===== config.mk =====
export PLATFORM = sky130hd
export DESIGN_NAME = serial_rx_core
export DESIGN_NICKNAME = d
export VERILOG_FILES = /design/src/rtl/srx_pkg.sv /design/src/rtl/srx_baud_tick.sv /design/src/rtl/srx_deframer.sv /design/src/rtl/srx_fifo.sv /design/src/rtl/serial_rx_core.sv
export SDC_FILE = /design/constraint.sdc
export NUM_CORES = 1
export LEC_CHECK = 0
export CAP_MARGIN = 20
export CORE_UTILIZATION = 56
export DETAILED_ROUTE_END_ITERATION = 8
export MAX_ROUTING_LAYER = met4
export PLACE_DENSITY_LB_ADDON = 0.1
export RECOVER_POWER = 100
export SETUP_SLACK_MARGIN = 0.1
export SLEW_MARGIN = 20
export SYNTH_ARGS = -nofsm -noshare
export SYNTH_HDL_FRONTEND = slang
export SYNTH_SLANG_ARGS = --single-unit

===== constraint.sdc =====
create_clock -name clk -period 2.8 [get_ports clk]
set_input_delay 0.56 -clock clk [delete_from_list [all_inputs] [get_ports clk]]
set_output_delay 0.56 -clock clk [all_outputs]
set_load 0.05 [all_outputs]

===== src/rtl/srx_pkg.sv =====
package srx_pkg;

  typedef enum logic [1:0] {
    ST_IDLE  = 2'd0,
    ST_START = 2'd1,
    ST_DATA  = 2'd2,
    ST_STOP  = 2'd3
  } rx_state_t;

  typedef struct packed {
    logic [7:0] data;
    logic       bit9;
    logic       ferr;
  } rx_word_t;

  // 2-of-3 vote
  function automatic logic maj3(input logic [2:0] s);
    return (s[0] & s[1]) | (s[0] & s[2]) | (s[1] & s[2]);
  endfunction

  // Align the shift register contents for 8- or 9-bit frames
  function automatic rx_word_t pack_word(input logic [8:0] sh,
                                         input logic       nine,
                                         input logic       stop_lvl);
    rx_word_t w;
    w.data = nine ? sh[7:0] : sh[8:1];
    w.bit9 = nine & sh[8];
    w.ferr = ~stop_lvl;
    return w;
  endfunction

endpackage


===== src/rtl/srx_baud_tick.sv =====
module srx_baud_tick #(
  parameter int DIV_W = 12
) (
  input  logic             clk,
  input  logic             rst_n,
  input  logic             en,
  input  logic [DIV_W-1:0] divisor,
  output logic             tick
);

  logic [DIV_W-1:0] cnt;

  assign tick = en && (cnt == divisor);

  always_ff @(posedge clk or negedge rst_n) begin
    if (!rst_n)          cnt <= '0;
    else if (!en || tick) cnt <= '0;
    else                 cnt <= cnt + 1'b1;
  end

  AST_TICK_GAP: assert property (@(posedge clk) disable iff (!rst_n)
    (tick && (divisor != '0)) |=> (!tick || (divisor == '0)));

endmodule


===== src/rtl/srx_deframer.sv =====
module srx_deframer import srx_pkg::*; #(
  parameter int OVS = 16
) (
  input  logic     clk,
  input  logic     rst_n,
  input  logic     en,
  input  logic     tick,
  input  logic     rx,
  input  logic     nine_bit,
  output logic     word_done,
  output rx_word_t word_q
);

  // OVS is a power of two so the phase counter wraps by itself
  localparam int PH_W = $clog2(OVS);
  localparam logic [PH_W-1:0] S_LO = PH_W'(OVS/2 - 1);
  localparam logic [PH_W-1:0] S_HI = PH_W'(OVS/2 + 1);
  localparam logic [PH_W-1:0] LAST = PH_W'(OVS - 1);

  rx_state_t       state;
  logic [PH_W-1:0] phase;
  logic [3:0]      bitcnt;
  logic [2:0]      samp;
  logic [8:0]      sh;
  logic            nine_q;
  logic [3:0]      last_bit;
  logic            vote_now;

  assign last_bit = nine_q ? 4'd8 : 4'd7;
  assign vote_now = maj3({samp[1:0], rx});

  always_ff @(posedge clk or negedge rst_n) begin
    if (!rst_n) begin
      state     <= ST_IDLE;
      phase     <= '0;
      bitcnt    <= '0;
      samp      <= '0;
      sh        <= '0;
      nine_q    <= 1'b0;
      word_done <= 1'b0;
      word_q    <= '0;
    end else begin
      word_done <= 1'b0;
      if (!en) begin
        state  <= ST_IDLE;
        phase  <= '0;
        bitcnt <= '0;
      end else if (tick) begin
        if (phase >= S_LO && phase <= S_HI) samp <= {samp[1:0], rx};
        phase <= phase + 1'b1;
        case (state)
          ST_IDLE: begin
            phase <= '0;
            if (!rx) begin
              state  <= ST_START;
              phase  <= PH_W'(1);
              nine_q <= nine_bit;
            end
          end
          ST_START: begin
            if (phase == S_HI && vote_now) state <= ST_IDLE;
            else if (phase == LAST) begin
              state  <= ST_DATA;
              bitcnt <= '0;
            end
          end
          ST_DATA: begin
            if (phase == LAST) begin
              sh     <= {maj3(samp), sh[8:1]};
              bitcnt <= bitcnt + 1'b1;
              if (bitcnt == last_bit) state <= ST_STOP;
            end
          end
          ST_STOP: begin
            if (phase == S_HI) begin
              word_done <= 1'b1;
              word_q    <= pack_word(sh, nine_q, vote_now);
              state     <= ST_IDLE;
            end
          end
          default: state <= ST_IDLE;
        endcase
      end
    end
  end

  AST_DONE_NEEDS_EN: assert property (@(posedge clk) disable iff (!rst_n)
    word_done |-> $past(en));
  AST_BITS_BOUNDED: assert property (@(posedge clk) disable iff (!rst_n)
    (state == ST_DATA) |-> (bitcnt <= 4'd8));
  AST_DONE_SINGLE: assert property (@(posedge clk) disable iff (!rst_n)
    word_done |=> !word_done);

endmodule


===== src/rtl/srx_fifo.sv =====
module srx_fifo import srx_pkg::*; #(
  parameter int DEPTH = 2
) (
  input  logic     clk,
  input  logic     rst_n,
  input  logic     push,
  input  logic     pop,
  input  rx_word_t wdata,
  output rx_word_t rdata,
  output logic     empty,
  output logic     full
);

  localparam int PW = (DEPTH > 1) ? $clog2(DEPTH) : 1;
  localparam int CW = $clog2(DEPTH + 1);

  rx_word_t         mem [DEPTH];
  logic [PW-1:0]    wr_ptr, rd_ptr;
  logic [CW-1:0]    count;
  logic             do_pop, do_push;

  assign empty   = (count == '0);
  assign full    = (count == CW'(DEPTH));
  assign do_pop  = pop && !empty;
  assign do_push = push && (!full || do_pop);
  assign rdata   = mem[rd_ptr];

  function automatic logic [PW-1:0] next_ptr(input logic [PW-1:0] p);
    return (p == PW'(DEPTH - 1)) ? '0 : p + 1'b1;
  endfunction

  always_ff @(posedge clk) begin
    if (do_push) mem[wr_ptr] <= wdata;
  end

  always_ff @(posedge clk or negedge rst_n) begin
    if (!rst_n) begin
      wr_ptr <= '0;
      rd_ptr <= '0;
      count  <= '0;
    end else begin
      if (do_push) wr_ptr <= next_ptr(wr_ptr);
      if (do_pop)  rd_ptr <= next_ptr(rd_ptr);
      if (do_push && !do_pop)      count <= count + 1'b1;
      else if (do_pop && !do_push) count <= count - 1'b1;
    end
  end

  AST_NO_OVERFLOW: assert property (@(posedge clk) disable iff (!rst_n)
    count <= CW'(DEPTH));
  AST_COUNT_STEP: assert property (@(posedge clk) disable iff (!rst_n)
    (push && !full && !pop) |=> (count == $past(count) + 1'b1));
  AST_EMPTY_POP_HOLD: assert property (@(posedge clk) disable iff (!rst_n)
    (pop && empty && !push) |=> empty);

endmodule


===== src/rtl/serial_rx_core.sv =====
module serial_rx_core import srx_pkg::*; #(
  parameter int DIV_W = 12,
  parameter int OVS   = 16,
  parameter int DEPTH = 2
) (
  input  logic             clk,
  input  logic             rst_n,
  input  logic [DIV_W-1:0] cfg_divisor,
  input  logic             cfg_port_en,
  input  logic             cfg_cont_rx,
  input  logic             cfg_sync_mode,
  input  logic             cfg_nine_bit,
  input  logic             cfg_irq_en,
  input  logic             rx_line,
  input  logic             rd_pop,
  output logic [7:0]       rd_data,
  output logic             rd_bit9,
  output logic             rd_frame_err,
  output logic             rd_overrun,
  output logic             rx_ready,
  output logic             rx_irq
);

  logic     rx_meta, rx_sync;
  logic     rx_en, tick;
  logic     word_done;
  rx_word_t word_q, head;
  logic     fifo_empty, fifo_full;
  logic     accept, ovr_set, ovr;

  assign rx_en = cfg_port_en && cfg_cont_rx && !cfg_sync_mode;

  always_ff @(posedge clk or negedge rst_n) begin
    if (!rst_n) begin
      rx_meta <= 1'b1;
      rx_sync <= 1'b1;
    end else begin
      rx_meta <= rx_line;
      rx_sync <= rx_meta;
    end
  end

  srx_baud_tick #(.DIV_W(DIV_W)) u_tick (
    .clk(clk), .rst_n(rst_n), .en(rx_en), .divisor(cfg_divisor), .tick(tick)
  );

  srx_deframer #(.OVS(OVS)) u_deframer (
    .clk(clk), .rst_n(rst_n), .en(rx_en), .tick(tick), .rx(rx_sync),
    .nine_bit(cfg_nine_bit), .word_done(word_done), .word_q(word_q)
  );

  // A pop in the completion cycle frees a slot before the push
  assign accept  = word_done && !ovr && (!fifo_full || (rd_pop && !fifo_empty));
  assign ovr_set = word_done && !ovr && fifo_full && !rd_pop;

  srx_fifo #(.DEPTH(DEPTH)) u_fifo (
    .clk(clk), .rst_n(rst_n), .push(accept), .pop(rd_pop), .wdata(word_q),
    .rdata(head), .empty(fifo_empty), .full(fifo_full)
  );

  always_ff @(posedge clk or negedge rst_n) begin
    if (!rst_n)       ovr <= 1'b0;
    else if (!rx_en)  ovr <= 1'b0;
    else if (ovr_set) ovr <= 1'b1;
  end

  assign rd_data      = head.data;
  assign rd_bit9      = head.bit9;
  assign rd_frame_err = head.ferr;
  assign rd_overrun   = ovr;
  assign rx_ready     = !fifo_empty;
  assign rx_irq       = rx_ready && cfg_irq_en;

  AST_OVR_STICKY: assert property (@(posedge clk) disable iff (!rst_n)
    (rd_overrun && rx_en) |=> rd_overrun);
  AST_OVR_CAUSE: assert property (@(posedge clk) disable iff (!rst_n)
    $rose(rd_overrun) |-> $past(word_done && fifo_full));
  AST_OVR_CLEARS: assert property (@(posedge clk) disable iff (!rst_n)
    !rx_en |=> !rd_overrun);
  AST_SAME_CYCLE_ACCEPT: assert property (@(posedge clk) disable iff (!rst_n)
    (word_done && fifo_full && rd_pop && !rd_overrun && rx_en) |=> (!rd_overrun && fifo_full));

endmodule


-- Yosys cells after proc, flatten, opt, wreduce, memory -nomap -nowiden
Memory sizes are Yosys's and may differ from the RTL's.
Cells that the tools add are included.
- $add $sub $neg: 7
- equality and inequality tests: 18
- magnitude comparators: 2
- bitwise operators: 12
- muxes and demuxes: 34
- reduce and logical (&&, ||, !) cells: 33
- operator list (operator ; count):
    2-to-1 mux 4 bit ; 9
    != test 3 bit, second input constant ; 7
    2-to-1 mux 2 bit ; 10
    logical AND 1 bit ; 14
    adder 12 x 1 -> 12 bit, second input constant ; 1
    == test 12 bit ; 1
    2-to-1 mux 12 bit ; 1
    AND reduction 4 bit ; 3
    2-to-1 mux 1 bit ; 11
    adder 4 x 1 -> 4 bit, second input constant ; 2
    == test 4 bit, second input constant ; 2
    zero test 1 bit ; 8
    2-to-1 mux 8 bit ; 1
    one-hot mux 2 bit (4 select lines) ; 1
    one-hot mux 4 bit (2 select lines) ; 1
    bitwise AND 1 bit ; 6
    == test 2 bit, second input constant ; 3
    AND reduction 6 bit ; 1
    AND reduction 5 bit ; 1
    == test 4 bit ; 1
    >= comparator 4 x 3 -> 1 bit, second input constant ; 1
    <= comparator 4 bit, second input constant ; 1
    zero test 2 bit ; 2
    != test 2 bit, second input constant ; 2
    other kinds (10) ; 16
- bits in registers: 53
- output and inout bits: 13
- bits in writable memories: 20
- memories kept: 1
- bits of input ports: 21
- memory list (name ; words ; width ; rd ports ; clocked after Yosys merged registers in ; wr ports ; line ; text):
    u_fifo.mem ; 2 ; 10 ; 1 ; 0 ; 1 ; srx_fifo.sv:17 ; rx_word_t mem [DEPTH];

-- Depth between registers and ports, before layout
- word-level depth: 10
- depth in mapped cells: 7

-- Hierarchy
From an unflattened synthesis, not the netlist that was laid out.
- cells, all modules: 304
- area total of the unflattened synthesis: 3559.7 µm²
- modules (own cells, without submodules) (module ; seq. area each (µm²) ; times used ; cells an instance ; area an instance (µm²)):
    srx_deframer ; 850.8 ; 1 ; 163 ; 1744.2
    srx_fifo ; 700.7 ; 1 ; 51 ; 935.9
    srx_baud_tick ; 300.3 ; 1 ; 77 ; 738.2
    serial_rx_core ; 77.6 ; 1 ; 13 ; 141.4

-- Worst setup path after synthesis
Ideal clock, no wire load.
- path type: input port to flip-flop
- start: input port cfg_divisor[3]
- end: register u_deframer.samp[0]
- cell stages on the path: 6
- path buffers: 1
- data arrival time: 2.012 ns
- setup time: 0.125 ns
- path slack: 0.664 ns
- cells stage by stage: xor2_1 > nor4_2 > nand3_1 > buf_2 > nor3_2 > mux2_2
- word-level cells in the longest chain between the ends: 3
- ends and longest elaborated chain (item ; line ; text):
    from (decl) ; serial_rx_core.sv:8 ; input logic [DIV_W-1:0] cfg_divisor,
    == test 12 bit ; srx_baud_tick.sv:13 ; assign tick = en && (cnt == divisor);
    logical AND 1 bit ; srx_baud_tick.sv:13 ;
    AND reduction 3 bit (no source line) ; n/a ;
    to (signal assigned) ; srx_deframer.sv:49 ; if (phase >= S_LO && phase <= S_HI) samp <= {samp[1:0], rx};
    to (decl) ; srx_deframer.sv:23 ; logic [2:0] samp;
Every way passes these cells.
A chain may end at the register's enable or synchronous reset.

-- Final worst setup path
- start: register u_fifo.rd_ptr
- end: output port rd_frame_err
- word-level cells in the longest chain between the ends: 1
- ends and longest elaborated chain (item ; line ; text):
    from (decl) ; srx_fifo.sv:18 ; logic [PW-1:0] wr_ptr, rd_ptr;
    from (signal assigned) ; srx_fifo.sv:43 ; if (do_pop) rd_ptr <= next_ptr(rd_ptr);
    memory (2 x 10 bit) ; n/a ;
    to (decl) ; serial_rx_core.sv:18 ; output logic rd_frame_err,
Every way passes these cells.

==> reports/results.ini <==
[cts]
cts.sinks = 73
clk_latency_ns = 0.35
hold_buffers = 0
clock_path_buffers = 2
cts_tree = yes
clk_pin_slew_ns = 0.08
cts_made_buffers = 9
htree_levels = 3
root_buffer = clkbuf_8

[die]
fp.dieH_um = 79.83
io_pins = 34
start_util_pct = 59.77
num_rows = 27
die_w_um = 79.83
die_area_um2 = 6372
core_um2 = 5675

[synthesis]
synth-main-ff-cell = dfrtp_1
syn_inst = 286
yosysUniqueCellTypes = 44
synth_enable_flop_cells = 20
synth_area_um2 = 3392
synth_nets = 313
yosysWarnings = 0
synthArstFlopShare_pct = 72.60
syn_avg_cell_area_um2 = 11.86
ys_seq_elements = 73
ys_seq_area_share_pct = 56.88

[grt]
grt.busiest_layer = met2
met3_usage_pct = 5.829
grt_overflow = 0
grt_use_total_pct = 23.14
first_global_vias = 2220
grt_max_degree = 54
grt_pass1_wl_um = 10610
grt_antenna_before_repair = 0
grt_use_met1_pct = 29.75
gr-usage-met2_pct = 34.70

[routing]
vias_per_cell = 5.629
drt_iter0_drc = 105
wl_um = 6278
ant_nets = 0
drc = 0
vias = 2308
wl_per_cell_um = 15.31
first_pass_iters = 5

[power_and_ir_drop]
p_per_area_nw_per_um2 = 510.3
ir_drop_uv = 357.9
total_power_uw = 2065
p_leak_uw = 0.001806

[timing]
hold_viol = 0
grt_setup_unrepaired = no
setup_violations = 0
period_minus_slack_ns = 2.584
fin_ws_ns = 0.2165
tightest_slew_ns = 1.264
fin_tns_setup_ns = 0
slew-limit-headroom_pct = 15.71
period_share_pct = 92.27
skew_ns = 0.009728
max_freq_mhz = 387.1
drv_slew = 0

[worst_setup_path]
worstPathCellList = mux2_2, dlygate4sd3_1
required_ns = 2.24
startpoint_type = register
path_max_fanout = 11
path_delay_family = buffers and inverters
worst-setup-path-type = register to output pin
cpPeakStageDelay_ns = 0.78
cp.arrival_ns = 2.02
cp_slowest_cell = dlygate4sd3_1
crit_buf_inv = 1
cp-end-kind = output pin
critPathLaunch = u_fifo.rd_ptr
r2r-start = u_tick.cnt[3]

[hold_path]
min_path_type = register to register
hold_start = rx_meta

[run_status]
status = finished clean

[cells_and_area]
final_common_cell = dfrtp_1
syn_to_final_growth_pct = 19.33
layout-drive-gt1-share_pct = 13.02
layout_common_cells = dfrtp_1, nand2_1, xor2_1
stdcell_count = 410
nets = 360
n_antenna_cell = 0

[placed_design]
placed_cells = 394
dpl.hpwl_um = 4392
place.port_buffers = 33
dpl_worst_slack_ns = 0.03848
place.gp.congestion = 0.8046

[flow_run]
max-cap-violations = 0

==> registers in the layout (all words and copies together) (netlist names) <==
register,cells
rd_overrun,1
rx_meta,1
rx_sync,1
u_deframer.bitcnt,4
u_deframer.nine_q,1
u_deframer.phase,4
u_deframer.samp,3
u_deframer.sh,9
u_deframer.state,2
u_deframer.word_done,1
u_deframer.word_q,10
u_fifo.count,2
u_fifo.mem,20
u_fifo.rd_ptr,1
u_fifo.wr_ptr,1
u_tick.cnt,12
==> kinds of logic after synthesis <==
kind of cell,synth area share (%)
AOI/OAI and AO/OA,6.750
xor gates and xnor gates,6.972
adders and majority gates,2.803
buffers and inverters,1.955
DFF,56.88
muxes,10.29
and+or+nand+nor,14.35
==> synth_stat cells (3+ instances only) <==
| master | n | area share [%] |
|---|---|---|
| nand4_1 | 4 | 0.74 |
| ha_1 | 6 | 2.2 |
| nand2_1 | 22 | 2.4 |
| o21ai_0 | 17 | 2.5 |
| nand3_1 | 8 | 1.2 |
| nand3b_1 | 3 | 0.66 |
| and3_1 | 7 | 1.3 |
| a31oi_1 | 4 | 0.74 |
| clkbuf_1 | 7 | 0.77 |
| mux2i_1 | 9 | 2.7 |
| xnor2_1 | 6 | 1.5 |
| nand2b_1 | 3 | 0.55 |
| mux2_2 | 15 | 5.0 |
| xor2_1 | 21 | 5.4 |
| edfxtp_1 | 20 | 18 |
| inv_1 | 8 | 0.89 |
| nor2_1 | 20 | 2.2 |
| nor3_1 | 3 | 0.44 |
| dfrtp_1 | 51 | 38 |
| nor4_2 | 3 | 1.1 |
| mux2_1 | 8 | 2.7 |
| nor2b_1 | 3 | 0.55 |
| a21oi_1 | 8 | 1.2 |
==> repair_timing <==
| item | 4_1_cts | 5_1_grt |
|---|---|---|
| resized for setup | 1 | 0 |
| setup buffers | 0 | 0 |
| setup endpoints to repair | 1 | 0 |
==> per-layer routing <==
layer  routed length (um)  vias to the layer above
li1                     -                     1121
met1                 2893                     1111
met2                 2955                       63
met3                  320                       13
met4                  108                        0
met5                    0                        -
==> where the power goes <==
| part | total, uW | switching, uW | leakage [uW] | internal [uW] |
|---|---|---|---|---|
| sequential | 1090 | 2.60 | 0.000965 | 1090 |
| combinational | 67.6 | 34.3 | 0.000736 | 33.3 |
| clock | 903 | 403 | 0.000105 | 500 |
| total | 2070 | 440 | 0.00181 | 1630 |
==> area by class of cell <==
class	count	area [um^2]
flip-flops and latches	73	1931
fillers	418	1628
multi-input cells	196	1396
repair buffers	45	384.1
clock buffers	9	123.9
clock inverters	7	92.59
well taps	72	90.09
inverters	8	30.03
==> metrics by stage <==
stage,hold slack (ns),cell area (um^2),utilization [%]
final,0.3602,4048,71.32
after global routing,0.3694,4048,71.32
after CTS,0.1865,4089,72.05
after detailed placement,0.3471,3871,68.21
after global placement,0.3487,3871,68.21
after floorplan,0.2644,3392,-
==> final timing paths <==
kind / to / slack [ns] / depth (start not counted)
worst max-delay path: rd_frame_err / 0.22 / 2
worst min-delay path: rx_sync / 0.36 / 0
worst max register to register: u_deframer.samp[0] / 0.59 / 5
worst min register to register: rx_sync / 0.36 / 0
max in group asynchronous: u_fifo.rd_ptr / 1.41 / 2
min in group asynchronous: u_tick.cnt[7] / 0.55 / 2
(Power assumes the default switching activity.)
